===== config.mk =====
export PLATFORM = sky130hd
export DESIGN_NAME = pmpchk_top
export DESIGN_NICKNAME = d
export VERILOG_FILES = /design/src/rtl/pmpchk_pkg.sv /design/src/rtl/pmpchk_entry_decode.sv /design/src/rtl/pmpchk_prio.sv /design/src/rtl/pmpchk_top.sv
export SDC_FILE = /design/constraint.sdc
export NUM_CORES = 1
export LEC_CHECK = 0
export BUFFER_PORTS_ARGS = -buffer_cell sky130_fd_sc_hd__buf_2
export CAP_MARGIN = 30
export CORE_ASPECT_RATIO = 2
export CORE_MARGIN = 2
export CORE_UTILIZATION = 45
export DETAILED_ROUTE_END_ITERATION = 6
export PLACE_DENSITY_LB_ADDON = 0.08
export SKIP_LAST_GASP = 1
export SLEW_MARGIN = 20
export SYNTH_ARGS = -nofsm -noshare
export SYNTH_HDL_FRONTEND = slang
export SYNTH_SLANG_ARGS = --single-unit

===== constraint.sdc =====
create_clock -name vclk -period 2.1
set_input_delay 0 -clock vclk [all_inputs]
set_output_delay 0 -clock vclk [all_outputs]
set_load 0.01 [all_outputs]

===== src/rtl/pmpchk_pkg.sv =====
package pmpchk_pkg;

  typedef enum logic [1:0] {
    ACC_READ  = 2'b00,
    ACC_WRITE = 2'b01,
    ACC_FETCH = 2'b10,
    ACC_RSVD  = 2'b11
  } acc_e;

  typedef struct packed {
    logic rd;
    logic wr;
    logic ex;
  } perm_t;

  localparam perm_t P_NONE = 3'b000;
  localparam perm_t P_X    = 3'b001;
  localparam perm_t P_R    = 3'b100;
  localparam perm_t P_RX   = 3'b101;
  localparam perm_t P_RW   = 3'b110;
  localparam perm_t P_RWX  = 3'b111;

endpackage


===== src/rtl/pmpchk_entry_decode.sv =====
module pmpchk_entry_decode
  import pmpchk_pkg::*;
(
  input  logic       priv_m,
  input  logic       mml,
  input  logic       lk,
  input  logic [2:0] rwx,
  output perm_t      grant
);

  perm_t m_perm;
  perm_t su_perm;

  // Owner-based decode, both privileges at once
  always_comb begin
    m_perm  = P_NONE;
    su_perm = P_NONE;
    unique case ({lk, rwx})
      4'b0_000: begin m_perm = P_NONE; su_perm = P_NONE; end
      4'b0_001: begin m_perm = P_NONE; su_perm = P_X;    end
      4'b0_010: begin m_perm = P_RW;   su_perm = P_R;    end
      4'b0_011: begin m_perm = P_RW;   su_perm = P_RW;   end
      4'b0_100: begin m_perm = P_NONE; su_perm = P_R;    end
      4'b0_101: begin m_perm = P_NONE; su_perm = P_RX;   end
      4'b0_110: begin m_perm = P_NONE; su_perm = P_RW;   end
      4'b0_111: begin m_perm = P_NONE; su_perm = P_RWX;  end
      4'b1_000: begin m_perm = P_NONE; su_perm = P_NONE; end
      4'b1_001: begin m_perm = P_X;    su_perm = P_NONE; end
      4'b1_010: begin m_perm = P_X;    su_perm = P_X;    end
      4'b1_011: begin m_perm = P_RX;   su_perm = P_X;    end
      4'b1_100: begin m_perm = P_R;    su_perm = P_NONE; end
      4'b1_101: begin m_perm = P_RX;   su_perm = P_NONE; end
      4'b1_110: begin m_perm = P_RW;   su_perm = P_NONE; end
      4'b1_111: begin m_perm = P_R;    su_perm = P_R;    end
      default:  begin m_perm = P_NONE; su_perm = P_NONE; end
    endcase
  end

  // Baseline vs owner-based selection
  always_comb begin
    if (!mml) begin
      if (priv_m && !lk) grant = P_RWX;
      else               grant = perm_t'(rwx);
    end else begin
      grant = priv_m ? m_perm : su_perm;
    end
  end

  // Machine mode never executes from an unlocked rule under owner decode
  always_comb begin
    if (mml && priv_m && !lk)
      assert_unlocked_no_mexec_R9: assert (!grant.ex)
        else $error("R9: unlocked entry grants machine execute");
  end

endmodule


===== src/rtl/pmpchk_prio.sv =====
module pmpchk_prio #(
  parameter int N_ENTRIES = 16,
  parameter int IDX_W     = (N_ENTRIES > 1) ? $clog2(N_ENTRIES) : 1
) (
  input  logic [N_ENTRIES-1:0] match,
  output logic [N_ENTRIES-1:0] first,
  output logic                 hit,
  output logic [IDX_W-1:0]     idx
);

  logic [N_ENTRIES:0] below;

  assign below[0] = 1'b0;

  generate
    for (genvar g = 0; g < N_ENTRIES; g++) begin : g_chain
      assign first[g]   = match[g] & ~below[g];
      assign below[g+1] = below[g] | match[g];
    end
  endgenerate

  assign hit = below[N_ENTRIES];

  always_comb begin
    idx = '0;
    for (int i = 0; i < N_ENTRIES; i++) begin
      if (first[i]) idx = idx | IDX_W'(i);
    end
  end

  always_comb begin
    assert_single_winner_R2: assert ($onehot0(first))
      else $error("R2: more than one winning entry");
    assert_hit_consistent_R2: assert (hit == (match != '0))
      else $error("R2: hit disagrees with match vector");
  end

endmodule


===== src/rtl/pmpchk_top.sv =====
module pmpchk_top
  import pmpchk_pkg::*;
#(
  parameter int N_ENTRIES = 16,
  parameter int IDX_W     = (N_ENTRIES > 1) ? $clog2(N_ENTRIES) : 1
) (
  input  logic                 priv_m,
  input  logic [1:0]           acc_type,
  input  logic [N_ENTRIES-1:0] match_vec,
  input  logic [N_ENTRIES-1:0] cfg_l,
  input  logic [N_ENTRIES-1:0] cfg_r,
  input  logic [N_ENTRIES-1:0] cfg_w,
  input  logic [N_ENTRIES-1:0] cfg_x,
  input  logic                 mml,
  input  logic                 mmwp,
  output logic                 allow,
  output logic                 hit,
  output logic [IDX_W-1:0]     idx
);

  perm_t                ent_perm [N_ENTRIES];
  logic [N_ENTRIES-1:0] first;
  perm_t                sel_perm;
  acc_e                 acc;
  logic                 hit_ok;
  logic                 miss_ok;

  assign acc = acc_e'(acc_type);

  generate
    for (genvar g = 0; g < N_ENTRIES; g++) begin : g_ent
      pmpchk_entry_decode u_dec (
        .priv_m (priv_m),
        .mml    (mml),
        .lk     (cfg_l[g]),
        .rwx    ({cfg_r[g], cfg_w[g], cfg_x[g]}),
        .grant  (ent_perm[g])
      );
    end
  endgenerate

  pmpchk_prio #(
    .N_ENTRIES (N_ENTRIES),
    .IDX_W     (IDX_W)
  ) u_prio (
    .match (match_vec),
    .first (first),
    .hit   (hit),
    .idx   (idx)
  );

  // One-hot select of the deciding entry's permissions
  always_comb begin
    sel_perm = P_NONE;
    for (int i = 0; i < N_ENTRIES; i++) begin
      if (first[i]) sel_perm = sel_perm | ent_perm[i];
    end
  end

  always_comb begin
    unique case (acc)
      ACC_READ:  hit_ok = sel_perm.rd;
      ACC_WRITE: hit_ok = sel_perm.wr;
      ACC_FETCH: hit_ok = sel_perm.ex;
      default:   hit_ok = 1'b0;
    endcase
  end

  // No-match defaults
  always_comb begin
    if (!priv_m)                  miss_ok = 1'b0;
    else if (acc == ACC_RSVD)     miss_ok = 1'b0;
    else if (mml && acc == ACC_FETCH) miss_ok = 1'b0;
    else                          miss_ok = !mmwp;
  end

  assign allow = hit ? hit_ok : miss_ok;

  logic [N_ENTRIES-1:0] lower_mask;
  assign lower_mask = (N_ENTRIES'(1) << idx) - N_ENTRIES'(1);

  always_comb begin
    assert_reserved_denied_R1: assert (!(acc_type == 2'b11 && allow))
      else $error("R1: reserved access code allowed");
    if (hit) begin
      assert_winner_matches_R2: assert (match_vec[idx])
        else $error("R2: deciding entry does not match");
      assert_no_lower_match_R2: assert ((match_vec & lower_mask) == '0)
        else $error("R2: a lower entry also matched");
    end else begin
      assert_idle_index_R2: assert (idx == '0)
        else $error("R2: index nonzero without a hit");
    end
    if (!mml && priv_m && hit && !cfg_l[idx] && acc_type != 2'b11)
      assert_m_unlocked_pass_R4: assert (allow)
        else $error("R4: machine access through unlocked entry refused");
    if (!priv_m && !hit)
      assert_su_miss_denied_R7: assert (!allow)
        else $error("R7: supervisor/user no-match allowed");
    if (priv_m && !hit && mmwp)
      assert_m_miss_whitelist_R8: assert (!allow)
        else $error("R8: machine no-match allowed under mmwp");
    if (mml && priv_m && acc_type == 2'b10 && allow)
      assert_m_fetch_locked_R9: assert (hit && cfg_l[idx])
        else $error("R9: machine fetch allowed from non-locked source");
  end

endmodule


==> implementation parameters <==
Parameter                              Value

Timing
  Pins Over Slew Limit ... 0
  Setup TNS after final layout ... -0.0173 ns
  Slew of the pin with the lowest slew margin ... 0.649 ns
  Worst relative slew slack ... 0.566
  Final Setup Violations ... 1
  Portion of the clock cycle consumed by the worst path in the final layout ... 1.01
  Unrepaired setup endpoints after global routing ... yes
  Minimum clock period ... 2.12 ns
  Fmax ... 0.472 GHz
  Final WS setup ... -0.0173 ns
  Final-report hold violation count ... 0

Route
  Number of DRC violations after detailed routing ... 0
  Total vias in the final route ... 4165
  Drt first pass iters ... 5
  Routed wire length per instance ... 15.7 microns
  Count of nets left with antenna violations after detail routing ... 0
  WL final ... 10600 microns
  DR vias/cell ... 6.17
  1st-iter DRT viols ... 366

Place
  Total of buffers placed on input and output ports ... 91
  Place WS ... -0.175 ns
  Final estimated routing congestion in global placement ... 0.912
  Dpl cells ... 672
  Post-detailed-placement half-perimeter wirelength ... 8210 microns

Yosys
  XOR/XNOR Fraction of Synth Area ... 0.0264
  Compound-cell area share of the yosys netlist ... 0.380
  Syn avg cell area ... 5.98 sq um
  Post-synthesis share of cell area spent on and, or, nand and nor gates ... 0.505
  Sequential share of the synthesized area ... 0
  Cells after Synth ... 498
  Cell type contributing the most total cell area after synthesis ... sky130_fd_sc_hd__o21ai_0
  Fraction of synthesized area in multiplexers ... 0.00336
  Share of synthesized cell area in full adder, half adder and majority cells ... 0
  Cell area after technology mapping ... 2980 sq um
  Synth unique cells ... 60
  Yosys warns ... 0
  Largest cells by area after synthesis ... sky130_fd_sc_hd__o21ai_0, sky130_fd_sc_hd__nor2_1, sky130_fd_sc_hd__nor2b_1
  Area share of the largest cell type after synthesis ... 0.109
  Dominant combinational cell family by area after synthesis ... simple AND/OR/NAND/NOR gates
  Syn nets ... 583

Run status
  Run status ... finished with violations
  Failing checks ... setup timing

Final layout
  Non-filler cells, final ... 675
  Most common cell after layout, fill and taps aside ... sky130_fd_sc_hd__buf_2
  Layout overhead on the synthesized area ... 28.8%
  Number of flip-flops and latches ... 0
  Number of nets in the final layout ... 674
  Number of antenna cells inserted ... 0
  Fin util ... 0.589
  Area used by sequential logic in the layout ... 0 sq um
  Final-layout clock buffer total ... 0
  Number of fill cells in the layout ... 722
  Multi-input combinational cell area ... 2820 sq um
  Top library cells by usage in the layout, fill and taps aside ... sky130_fd_sc_hd__buf_2, sky130_fd_sc_hd__o21ai_0, sky130_fd_sc_hd__nor2_1, sky130_fd_sc_hd__nand2_1, sky130_fd_sc_hd__buf_4
  Fraction of layout cells with a size suffix above 1 ... 0.278

Worst setup path
  Crit-path cells ... buf_16 > and2_4 > a221o_1 > a221o_1 > a32oi_1 > o211ai_1 > a211oi_2 > nor3_2 > a311o_1 > buf_2
  Kind of critical path ... input port to output pin
  CP max FO ... 8
  Most Frequent Cell on Critical Path ... sky130_fd_sc_hd__a221o_1
  Required @ worst endpoint ... 2.10 ns
  Slowest cell on crit path ... sky130_fd_sc_hd__a221o_1
  Endpoint class of the critical path ... output pin
  Startpoint type of the worst setup path ... input port
  Maximum single-stage delay on the critical path ... 0.35 ns
  CP arrival ... 2.12 ns

Floorplan
  Die area ... 7330 sq um
  Floorplan core area ... 6520 sq um
  Total I/O pin count ... 91
  Chip width ... 61.5 microns
  Die height ... 119 microns
  Starting utilization of the core area ... 0.457
  Num rows ... 42

Worst hold path
  Hold Crit Endpoint ... hit
  Worst hold path cell count ... 3
  Worst hold path startpoint ... match_vec[15]
  Worst min path class ... input port to output pin

Clock tree
  # hold bufs at CTS ... 0

Global route
  Global routing usage summed across all routing layers ... 0.282
  Number of global-route vias before repair ... 3551
  Wire length of the first global-routing pass ... 16800 microns
  Largest net degree at the start of global routing ... 31
  Global route overflow ... 0
  Initial antenna violation count ... 0

Job
  Total of max-cap violations ... 0

Pwr
  Worst vdd rail ir drop ... 0.0000893 V
  Lkg Pwr ... 1.54 nW
  PwrDens ... 177 nW/um^2
-- Yosys cell counts (all sizes together), types with 3 or more instances --
library cell / n
buf: 19
and3: 10
xnor2: 8
a31oi: 17
inv: 8
o311ai: 4
a21oi: 18
a21boi: 3
a211oi: 5
nand3: 16
a221o: 3
a2111oi: 4
nor3b: 7
nand4b: 7
o211ai: 20
and2: 4
o21ai: 65
clkbuf: 21
nor2b: 31
nor4: 7
a32oi: 4
o221ai: 6
o21a: 4
o31ai: 4
or4: 4
nand2: 42
nor3: 20
o22ai: 10
nand2b: 3
and3b: 17
nor2: 59
nand4: 5
and4: 3
or3: 3
nand3b: 16
a221oi: 4
-- layout make-up --
class | instances | area share
tap | 88 | 0.0287
timing repair buffer | 130 | 0.230
inverter | 8 | 0.00782
multi-input combinational | 449 | 0.733
-- metal layers --
layer | wire (microns) | vias up | track usage | share of wire
li1 | - | 2079 | - | -
met1 | 4230 | 1876 | 0.375 | 0.40
met2 | 5340 | 179 | 0.480 | 0.50
met3 | 637 | 31 | 0.0130 | 0.060
met4 | 384 | 0 | 0.0718 | 0.036
met5 | 0 | - | 0 | 0
-- kinds of logic after synthesis --
group,count (synthesis)
muxes,1
buffers and inverters,49
and+or+nand+nor,262
xor gates and xnor gates,9
AOI/OAI and AO/OA,177
-- worst max-delay path by stage --
stage / start / end / slack [ns]
global route: priv_m / allow / -0.08
floorplan: mml / allow / 0.28
global placement: mml / allow / -0.11
finish: priv_m / allow / -0.02
CTS: priv_m / allow / 0.00004
detailed placement: mml / allow / -0.17
-- critical path: cells and delay by family --
family          cells  cell delay, ns
compound gates      6            1.60
buf+inv             2            0.28
simple gates        2            0.24
-- per-stage QoR --
stage / hold slack (ns) / power, W / instance area, sq um
floorplan: 0.143 / 0.000373 / 2980
CTS: 0.368 / 0.000648 / 3730
finish: 0.376 / 0.000678 / 3840
global placement: 0.382 / 0.000626 / 3660
global route: 0.386 / 0.000746 / 3840
detailed placement: 0.367 / 0.000629 / 3660
-- power by group --
| group | switching [W] | internal [W] |
|---|---|---|
| Sequential | 0 | 0 |
| Combinational | 0.000375 | 0.000303 |
| Clock | 0 | 0 |
| Total | 0.000375 | 0.000303 |
-- timing repair --
item,CTS,global route
buffers inserted,0,1
resized for setup,8,25
pin swaps,5,17
gates cloned,1,1
endpoints found under the setup margin,1,1
(Power assumes the default switching activity.)
